==> src/rtl/flash_pkg.sv <==
package flash_pkg;
    // Default code width; the comparator count is two to this power.
    parameter int DEF_CODE_W = 7;

    // Output driver mode selected by the chip selects.
    typedef enum logic [1:0] {
        OM_HIZ      = 2'd0,
        OM_FULL     = 2'd1,
        OM_OVF_ONLY = 2'd2
    } out_mode_t;
endpackage

==> src/rtl/flash_sample_latch.sv <==
module flash_sample_latch #(
    parameter int N_CMP = 128
) (
    input  logic             clk,
    input  logic             rst,
    input  logic [N_CMP-1:0] therm_d,
    output logic [N_CMP-1:0] therm_q
);
    // Comparator states are frozen when the clock enters the sampling phase.
    always_ff @(negedge clk) begin
        if (rst) begin
            therm_q <= '0;
        end else begin
            therm_q <= therm_d;
        end
    end
endmodule

==> src/rtl/flash_therm_encoder.sv <==
module flash_therm_encoder #(
    parameter int CODE_W = 7,
    localparam int N_CMP = 1 << CODE_W,
    localparam int CNT_W = CODE_W + 1
) (
    input  logic [N_CMP-1:0]  therm,
    output logic [CODE_W-1:0] code,
    output logic              ovf
);
    logic [CNT_W-1:0] run_len;

    // Length of the unbroken run of ones from bit 0 = index of lowest zero.
    always_comb begin
        run_len = CNT_W'(N_CMP);
        for (int i = N_CMP - 1; i >= 0; i--) begin
            if (!therm[i]) begin
                run_len = CNT_W'(i);
            end
        end
    end

    // Full run sets overflow and saturates the data bits to ones.
    always_comb begin
        ovf  = run_len[CODE_W];
        code = ovf ? {CODE_W{1'b1}} : run_len[CODE_W-1:0];
    end
endmodule

==> src/rtl/flash_out_stage.sv <==
module flash_out_stage #(
    parameter int CODE_W = 7
) (
    input  logic              clk,
    input  logic              rst,
    input  logic [CODE_W-1:0] code_d,
    input  logic              ovf_d,
    output logic [CODE_W-1:0] code_q,
    output logic              ovf_q
);
    // Result moves to the output register on return to the zeroing phase.
    always_ff @(posedge clk) begin
        if (rst) begin
            code_q <= '0;
            ovf_q  <= 1'b0;
        end else begin
            code_q <= code_d;
            ovf_q  <= ovf_d;
        end
    end
endmodule

==> src/rtl/flash_oe_decode.sv <==
module flash_oe_decode
    import flash_pkg::*;
(
    input  logic cs_a,
    input  logic cs_b,
    output logic code_oe,
    output logic ovf_oe
);
    out_mode_t mode;

    // Mode selection from the chip selects.
    always_comb begin
        if (!cs_b) begin
            mode = OM_HIZ;
        end else if (cs_a) begin
            mode = OM_OVF_ONLY;
        end else begin
            mode = OM_FULL;
        end
    end

    // Driver enables per mode.
    always_comb begin
        unique case (mode)
            OM_HIZ: begin
                code_oe = 1'b0;
                ovf_oe  = 1'b0;
            end
            OM_FULL: begin
                code_oe = 1'b1;
                ovf_oe  = 1'b1;
            end
            OM_OVF_ONLY: begin
                code_oe = 1'b0;
                ovf_oe  = 1'b1;
            end
            default: begin
                code_oe = 1'b0;
                ovf_oe  = 1'b0;
            end
        endcase
    end
endmodule

==> src/rtl/flash_backend.sv <==
module flash_backend #(
    parameter int CODE_W = flash_pkg::DEF_CODE_W,
    localparam int N_CMP = 1 << CODE_W
) (
    input  logic              clk,
    input  logic              rst,
    input  logic [N_CMP-1:0]  therm_in,
    input  logic              cs_a,
    input  logic              cs_b,
    output logic [CODE_W-1:0] code_q,
    output logic              ovf_q,
    output logic              code_oe,
    output logic              ovf_oe
);
    logic [N_CMP-1:0]  therm_held;
    logic [CODE_W-1:0] enc_code;
    logic              enc_ovf;

    flash_sample_latch #(.N_CMP(N_CMP)) u_latch (
        .clk     (clk),
        .rst     (rst),
        .therm_d (therm_in),
        .therm_q (therm_held)
    );

    flash_therm_encoder #(.CODE_W(CODE_W)) u_enc (
        .therm (therm_held),
        .code  (enc_code),
        .ovf   (enc_ovf)
    );

    flash_out_stage #(.CODE_W(CODE_W)) u_out (
        .clk    (clk),
        .rst    (rst),
        .code_d (enc_code),
        .ovf_d  (enc_ovf),
        .code_q (code_q),
        .ovf_q  (ovf_q)
    );

    flash_oe_decode u_oe (
        .cs_a    (cs_a),
        .cs_b    (cs_b),
        .code_oe (code_oe),
        .ovf_oe  (ovf_oe)
    );
endmodule

==> config.mk <==
export PLATFORM = sky130hd
export DESIGN_NAME = flash_backend
export DESIGN_NICKNAME = d
export VERILOG_FILES = /design/src/rtl/flash_pkg.sv /design/src/rtl/flash_sample_latch.sv /design/src/rtl/flash_therm_encoder.sv /design/src/rtl/flash_out_stage.sv /design/src/rtl/flash_oe_decode.sv /design/src/rtl/flash_backend.sv
export SDC_FILE = /design/constraint.sdc
export NUM_CORES = 1
export LEC_CHECK = 0
export BUFFER_PORTS_ARGS = -buffer_cell sky130_fd_sc_hd__buf_4
export CORE_MARGIN = 2
export CORE_UTILIZATION = 35
export DETAILED_ROUTE_END_ITERATION = 8
export PLACE_DENSITY = 0.64
export RECOVER_POWER = 25
export SYNTH_ARGS = -nofsm -noshare
export SYNTH_HDL_FRONTEND = slang
export SYNTH_HIERARCHICAL = 1
export SYNTH_SLANG_ARGS = --single-unit
==> constraint.sdc <==
create_clock -name clk -period 3.3 [get_ports clk]
set_clock_uncertainty 0.2 [all_clocks]
set_input_delay 0.33 -clock clk [delete_from_list [all_inputs] [get_ports clk]]
set_output_delay 0.33 -clock clk [all_outputs]
set_load 0.01 [all_outputs]
==> flow_results.org, run 1 <==
** Status
- The run finished, with violations left.
- The final reports fail on setup timing.

** Timing
- Measured slew at the worst slew-check pin :: 0.363 ns
- Max-Slew Margin vs Limit :: 75.2%
- Final Max Tran Viols :: 0
- RSZ-0062 raised after global routing :: yes
- The count of endpoints failing hold in the final timing report is 0.
- Final setup viols :: 8
- For the final routed database, the setup TNS stands at -4.11 ns.
- Setup ws final :: -0.674 ns

** Worst setup path
- Data on the critical path is required at its endpoint by 3.41 ns.
- Slowest CP cell :: sky130_fd_sc_hd__dfxtp_2
- In this design, the critical path's most frequently occurring cell is sky130_fd_sc_hd__a211o_1.
- Register-to-register setup slack :: -0.67 ns
- Largest delay share family, worst path :: compound AO/OA/AOI/OAI gates
- In this run the worst path has a maximum fanout of 2.
- WP buf/inv :: 0
- STA classifies the critical path endpoint as a register.
- Largest stage delay on the critical path :: 0.32 ns
- Startpoint of the most critical register-to-register path :: u_latch/therm_q[59]$_SDFF_NP0_
- The signal on the critical path passes through nand4_1, or2_4, a211o_1, a211o_1, a31oi_4, o21ai_2, a41oi_2, o221ai_2, nor2b_1.
- The critical path starts at u_latch/therm_q[59]$_SDFF_NP0_.
- The worst setup path is of the reg -> reg kind.
- STA classifies the critical path startpoint as a register.
- For the worst setup path, the data arrival time is 4.08 ns.

** Floorplanning
- During I/O placement, the number of pins put on the boundary was 142.
- DIE HEIGHT :: 128 um
- The floorplan has 45 rows.
- Die Wd :: 128 um
- Starting Density :: 35.6%
- Core area :: 15100 um^2
- Area of the die :: 16400 um^2

** Synth
- Summing the areas of all compound-gate instances in the mapped netlist gives 12.1% of the synthesized area.
- The synthesized design devotes to its leading area cell type 50.7% of total area.
- Counting every instance in the synthesized netlist gives 596.
- Among all flip-flop cells after synthesis, the most frequent one is sky130_fd_sc_hd__dfxtp_1.
- Area share of and/or/nand/nor cells after synthesis :: 33.4%
- The synthesized design spends more area on one cell type than any other, namely sky130_fd_sc_hd__dfxtp_1.
- Count of warnings emitted by yosys :: 6
- After synthesis, the share of cell area in mux cells is 0%.
- By area, the combinational part of the netlist is dominated by simple AND/OR/NAND/NOR gates.
- Count of state elements after synthesis :: 136
- The cell area that synthesis handed to floorplanning was 5370 um^2.
- Number of synthesized flops with an enable pin :: 0
- Top area cells in the synthesized netlist :: sky130_fd_sc_hd__dfxtp_1 51%, sky130_fd_sc_hd__nor2b_1 16%, sky130_fd_sc_hd__nand2_1 4.4%
- Synthesis produced a netlist with a net count of 728.
- Fraction of the mapped netlist area in adder cells :: 0%
- Post-synthesis average cell area :: 9.01 um^2
- Of the total synthesized cell area, the portion taken by XOR and XNOR cells is 0%.
- Register area share after synthesis :: 50.7%
- Synth cell types :: 48
- Fraction of registers with async set/reset :: 0%

** Drt
- Across all layers, the routed design uses 5648 vias.
- Drt first-iter violations :: 280
- For this run, design rule violations remaining after detail routing come to 0.
- In the final routed layout, each cell accounts on average for 12.9 um.
- After detailed routing, the total wire length is 15.7 mm.
- First-pass detailed-route iteration total :: 5
- Vias per std cell :: 4.65
- Number of nets still failing antenna checks after routing :: 0

** Power and ir drop
- Across the VDD grid, the largest voltage drop is 357 uV.
- Leakage power summed over all cells :: 0.00429 uW
- The design draws 4850 uW.
- Power spread over the standard cell area amounts to 538 nW/um^2.

** Cells and area
- Count of nets after finishing :: 1146
- The repair_antennas step left the layout with diodes totalling 0.
- The filler cells instantiated in the layout total 1302.
- Util after Layout :: 59.7%
- Cells with a size suffix above 1 make up 36.1% of the layout.
- Compared with the post-synthesis result, the final layout area differs by 67.6%.
- Non-Filler Instances :: 1214

** GRT
- The number of global-route vias before repair is 6106.
- Pin count of the biggest net entering global routing :: 79
- In the global route stage, overall resource usage came out at 19.8%.
- GRT overflow :: 0
- First-pass GRT wire length :: 26.0 mm
- The number of antenna violations at the first check in global routing was 0.

** Place
- In this run the tool buffered the top-level ports with 141 buffer cells.
- HPWL after DPL :: 11.2 mm
- The number of placed instances, taps included, is 1047.
- Weighted congestion reported at the end of routability-driven placement :: 0.893
- Before CTS, the worst setup slack after placement is -0.785 ns.

** Clock network
- Counting every sink on the clock net gives 136.
- Clk_lat worst skew :: 0.47 ns
- Clock-pin slew was measured on the worst setup and hold paths at 0.06 ns.
- Number of buffers added by the clock tree synthesis step :: 17
- # H-tree levels :: 4
- Clock Path Buffers :: 2
- CTS tree :: built
- Clock Root Buffer :: sky130_fd_sc_hd__clkbuf_16
- Total of hold buffers inserted after clock tree synthesis :: 0

** Worst hold path
- The startpoint identified for the worst hold timing path is rst.
- Worst hold-check path type :: in -> reg

** Run
- Max-cap violations :: 0
## sequential cells by signal, indices dropped and copies added (netlist names)
signal and cells:
u_out/code_q 7, u_out/ovf_q 1, u_latch/therm_q 128
## repair_timing
action                                  in CTS  in global routing
gates resized for setup                     45                 15
endpoints found under the setup margin       8                  8
setup buffers                                8                  3
pin swaps                                   18                  6
## cell families (layout without fill, tap and decap cells)
kind of cell / count (synthesis) / count (layout)
buf+inv: 42 / 472
simple gates: 319 / 319
flops: 136 / 136
compound gates: 99 / 99
## cell usage in the layout (no fill, tap or decap), drive strengths merged, types with 5 or more instances in the layout
master,count
nor2,24
a21oi,13
inv,158
nor3,13
a211oi,8
a31oi,16
nand3,18
o21ai,31
nor4,5
nand4,39
nand2b,6
buf,277
nor2b,142
nand2,63
dfxtp,136
clkbuf,28
## metrics by stage
step                      hold WS (ns)  area [um^2]
after floorplan                  0.202         5410
after global placement           0.548         7650
after detailed placement         0.543         7650
after CTS                        0.208         8970
after global routing             0.220         9000
final                            0.202         9000
## tightest hold or removal path: cells and delay by family
family | cells | cell delay [ns]
buf+inv | 2 | 0.31
simple gates | 1 | 0.12
## cells in the mapped netlist, types with 2 or more instances
cell type                     n
sky130_fd_sc_hd__o21bai_1     2
sky130_fd_sc_hd__a31oi_1     16
sky130_fd_sc_hd__nor2b_1    141
sky130_fd_sc_hd__a211oi_1     8
sky130_fd_sc_hd__nor4_1       4
sky130_fd_sc_hd__o221ai_1     3
sky130_fd_sc_hd__buf_2        3
sky130_fd_sc_hd__nor3_2       2
sky130_fd_sc_hd__nand4_1     37
sky130_fd_sc_hd__nand3_1     18
sky130_fd_sc_hd__nand2_1     63
sky130_fd_sc_hd__o31ai_1      2
sky130_fd_sc_hd__o211ai_1     2
sky130_fd_sc_hd__a21o_1       4
sky130_fd_sc_hd__nor3_1      11
sky130_fd_sc_hd__nor2_1      24
sky130_fd_sc_hd__a41oi_1      2
sky130_fd_sc_hd__o21ai_0     30
sky130_fd_sc_hd__and4_1       2
sky130_fd_sc_hd__a211o_1      3
sky130_fd_sc_hd__and3_1       2
sky130_fd_sc_hd__a2111oi_0    2
sky130_fd_sc_hd__nand4_2      2
sky130_fd_sc_hd__a21oi_1     13
sky130_fd_sc_hd__nand2b_1     6
sky130_fd_sc_hd__inv_1       27
sky130_fd_sc_hd__or3_1        2
sky130_fd_sc_hd__buf_4       10
sky130_fd_sc_hd__dfxtp_1    136
## final cells by class
type,instances,area (um^2),area share (%)
Tap cell,188,235,2.61
Sequential cell,136,2760,30.6
Timing Repair Buffer,287,2160,24.0
Clock buffer,18,450,5.00
Multi-Input combinational cell,418,2620,29.1
Clock inverter,141,672,7.46
Inverter,26,97.6,1.08
## metal layers
metal	GRT usage, %	routed length (um)	up-vias
met5	0	0	-
met4	8.79	176	0
met3	7.60	792	17
met2	34.5	8030	139
met1	21.4	6700	2594
li1	-	-	2898
## path summary, 6_finish.rpt
kind	endpoint	cells after the start
worst min register to register	u_out/code_q[0]$_SDFF_PP0_	3
worst min-delay path	u_out/code_q[2]$_SDFF_PP0_	3
worst max register to register	u_out/code_q[0]$_SDFF_PP0_	9
worst max-delay path	u_out/code_q[0]$_SDFF_PP0_	9
## report_power, final
group / total, uW / switching, uW / internal [uW]
sequential: 1810 / 61.8 / 1750
combinational: 358 / 127 / 230
clock: 2680 / 1160 / 1520
total: 4850 / 1350 / 3500
(Power assumes the default switching activity.)
==> run 2: changes to the inputs <==
--- a/config.mk
+++ b/config.mk
@@ -7,10 +7,11 @@
 export LEC_CHECK = 0
 export BUFFER_PORTS_ARGS = -buffer_cell sky130_fd_sc_hd__buf_4
 export CORE_MARGIN = 2
-export CORE_UTILIZATION = 35
+export CORE_UTILIZATION = 40
 export DETAILED_ROUTE_END_ITERATION = 8
-export PLACE_DENSITY = 0.64
+export PLACE_DENSITY = 0.7
 export RECOVER_POWER = 25
+export SKIP_CTS_REPAIR_TIMING = 1
 export SYNTH_ARGS = -nofsm -noshare
 export SYNTH_HDL_FRONTEND = slang
 export SYNTH_HIERARCHICAL = 1
==> flow_results.org, run 2 (synthesized netlist as in run 1, its figures left out) <==
** Clock network
- The clock latency on the worst-skew pair is 0.46 ns (was 0.47 ns).
- The cell at the root of the clock tree was sky130_fd_sc_hd__clkbuf_16 (unchanged).
- The number of buffers created by CTS came to 17 (unchanged).
- Clock Path Buffers :: 2 (unchanged)
- CTS tree :: built (unchanged)
- The maximum level of the CTS H-tree came to 4 (unchanged).
- Clock sink count :: 136 (unchanged)
- The clock transition at the registers of the reported paths is 0.06 ns (about the same).

** Worst setup path
- The data required time of the worst path was 3.41 ns (about the same).
- The peak fanout along the critical path is 3 (was 2).
- The critical path endpoint category is a register (unchanged).
- Arr. time, crit path :: 4.09 ns (was 4.08 ns)
- Critical path class :: reg -> reg (unchanged)
- The nature of the critical path startpoint was a register (unchanged).

** Power and ir drop
- Net Switching :: 1360 uW (was 1350 uW)
- The total power divided by cell area is 551 nW/um^2 (was 538 nW/um^2).
- The switching share of power was 27.8% (about the same).
- The fraction of power consumed by sequential logic is 37.0% (was 37.3%).
- Power Internal :: 3530 uW (was 3500 uW)
- Leakage power summed over all cells :: 0.00423 uW (was 0.00429 uW)
- The peak supply drop was 370 uV (was 357 uV).
- The fraction of power consumed by the clock network came to 55.7% (was 55.3%).
- The combinational cell fraction of total power is 7.3% (was 7.4%).

** GRT
- The first-pass GRT wire length is 26.6 mm (was 26.0 mm).
- Pin count of the biggest net entering global routing :: 53 (was 79)
- Via count of the first global-routing pass :: 6362 (was 6106)
- Antenna violations before repair :: 0 (unchanged)
- The total grt overflow is 0 (unchanged).
- The total global routing track utilization was 23.0% (was 19.8%).

** Place
- Dpl cell area :: 7610 um^2 (was 7650 um^2)
- The port buffer count was 141 (unchanged).
- The sum of net half-perimeters after detailed placement was 11.2 mm (about the same).
- The instance count after placement with tap cells included came to 1030 (was 1047).
- The routability-driven placement congestion ratio is 0.900 (was 0.893).
- The post-placement worst setup slack is -0.716 ns (was -0.785 ns).

** Floorplanning
- Number of placement rows :: 42 (was 45)
- The placeable core region is 13200 um^2 (was 15100 um^2).
- Starting Density :: 40.7% (was 35.6%)
- The height of the die was 120 um (was 128 um).
- The horizontal die dimension was 120 um (was 128 um).
- Area of the die :: 14400 um^2 (was 16400 um^2)
- The number of top-level design ports was 142 (unchanged).

** Timing
- The transition time at the pin with the least slew margin came to 0.431 ns (was 0.363 ns).
- The final count of pins violating max slew is 0 (unchanged).
- Final setup viols :: 8 (unchanged)
- The count of endpoints failing hold in the final timing report is 0 (unchanged).
- Max-Slew Margin vs Limit :: 71.1% (was 75.2%)
- Worst Hold Margin :: 0.162 ns (was 0.202 ns)
- RSZ-0062 raised after global routing :: yes (unchanged)
- Setup ws final :: -0.682 ns (was -0.674 ns)

** Cells and area
- Number of filler cells placed in the layout :: 1040 (was 1302)
- The count of non-filler cells in the finished layout came to 1192 (was 1214).
- Area growth syn-to-layout :: 65.1% (was 67.6%)
- The post-route standard cell area excluding fillers was 8870 um^2 (was 9000 um^2).
- The sequential cell area came to 2750 um^2 (was 2760 um^2).
- Biggest regs :: u_latch/therm_q (128), u_out/code_q (7), u_out/ovf_q (1) (unchanged)
- Largest register by flop count :: u_latch/therm_q (unchanged)
- The combined area of the multi-input logic cells is 2580 um^2 (was 2620 um^2).
- Count of nets after finishing :: 1136 (was 1146)
- Share of layout cells above drive strength 1 :: 34.6% (was 36.1%)
- Highest-count cells in the layout ignoring fill and taps :: 260 x sky130_fd_sc_hd__buf_4, 153 x sky130_fd_sc_hd__inv_1, 138 x sky130_fd_sc_hd__nor2b_1 (was 269 x sky130_fd_sc_hd__buf_4, 154 x sky130_fd_sc_hd__inv_1, 140 x sky130_fd_sc_hd__nor2b_1)
- Util after Layout :: 67.2% (was 59.7%)
- The total inserted antenna cells came to 0 (unchanged).
- Most common cell after layout, fill and taps aside :: sky130_fd_sc_hd__buf_4 (unchanged)
- The number of flip-flops under the largest register name was 128 (unchanged).

** Status
- Violations in the final reports :: setup timing (unchanged)
- Status: finished with violations (unchanged).

** Drt
- The routed wire length came to 16.1 mm (was 15.7 mm).
- The iteration count of the initial detailed-routing pass is 4 (was 5).
- Drt first-iter violations :: 325 (was 280)
- The count of vias placed by the detailed router is 5752 (was 5648).
- The number of routed nets with antenna violations is 0 (unchanged).
- The average routed wire per standard cell came to 13.5 um (was 12.9 um).
- Vias per std cell :: 4.83 (was 4.65)
- The DRC violation count after routing was 0 (unchanged).

** Run
- Max-cap violations :: 0 (unchanged)

** Worst hold path
- Worst hold-check path type :: in -> reg (unchanged)
## run 2: changes by cell type in the layout (fill, tap and decap cells not counted), sizes merged
cell / previous run / this run
buf: 277 / 266
bufinv: 4 / 5
clkinvlp: 2 / 1
inv: 158 / 159
## run 2: layout make-up
cell class	instances	area share, %
clock inverters	142	7.90
clock buffers	17	4.80
inverters	26	1.10
multi-input cells	418	29.1
well taps	176	2.48
flip-flops and latches	136	31.0
repair buffers	277	23.6
## run 2: power groups by stage
| stage | Clock, uW | Sequential [uW] | Combinational [uW] |
|---|---|---|---|
| after floorplan | 236 | 1820 | 117 |
| after global placement | 236 | 1820 | 343 |
| after detailed placement | 236 | 1820 | 351 |
| after CTS | 2810 | 1800 | 356 |
| after global routing | 3010 | 1810 | 390 |
| final | 2720 | 1810 | 358 |
## run 2: stage by stage
stage               setup TNS [ns]  power (uW)
floorplan                    -1.53        2170
global placement             -3.54        2400
detailed placement           -4.13        2410
CTS                          -4.70        4970
global route                 -5.02        5220
finish                       -4.31        4890
## run 2: final timing paths
check                                      start                          to  slack [ns]  cells after the start
setup reg to reg  u_latch/therm_q[57]$_SDFF_NP0_  u_out/code_q[0]$_SDFF_PP0_       -0.68                      9
hold reg to reg    u_latch/therm_q[1]$_SDFF_NP0_  u_out/code_q[0]$_SDFF_PP0_        2.19                      3
setup / recovery  u_latch/therm_q[57]$_SDFF_NP0_  u_out/code_q[0]$_SDFF_PP0_       -0.68                      9
hold / removal                               rst  u_out/code_q[1]$_SDFF_PP0_        0.16                      3
## run 2: critical path, stage by stage, from the launching register on
cell and delay, ns:
sky130_fd_sc_hd__dfxtp_2 0.32, sky130_fd_sc_hd__nand4_1 0.16, sky130_fd_sc_hd__or2_4 0.31, sky130_fd_sc_hd__a211o_1 0.26
sky130_fd_sc_hd__a211o_1 0.27, sky130_fd_sc_hd__a31oi_4 0.18, sky130_fd_sc_hd__o21ai_2 0.09, sky130_fd_sc_hd__a41oi_2 0.15
sky130_fd_sc_hd__o221ai_1 0.12, sky130_fd_sc_hd__nor2b_1 0.14
## run 2: metal layers
metal	vias up	wire length [um]	global-route usage, %
met4	0	306	11.2
met2	194	8140	39.6
met1	2646	6750	24.8
met5	-	0	0
li1	2875	-	-
met3	37	866	8.60
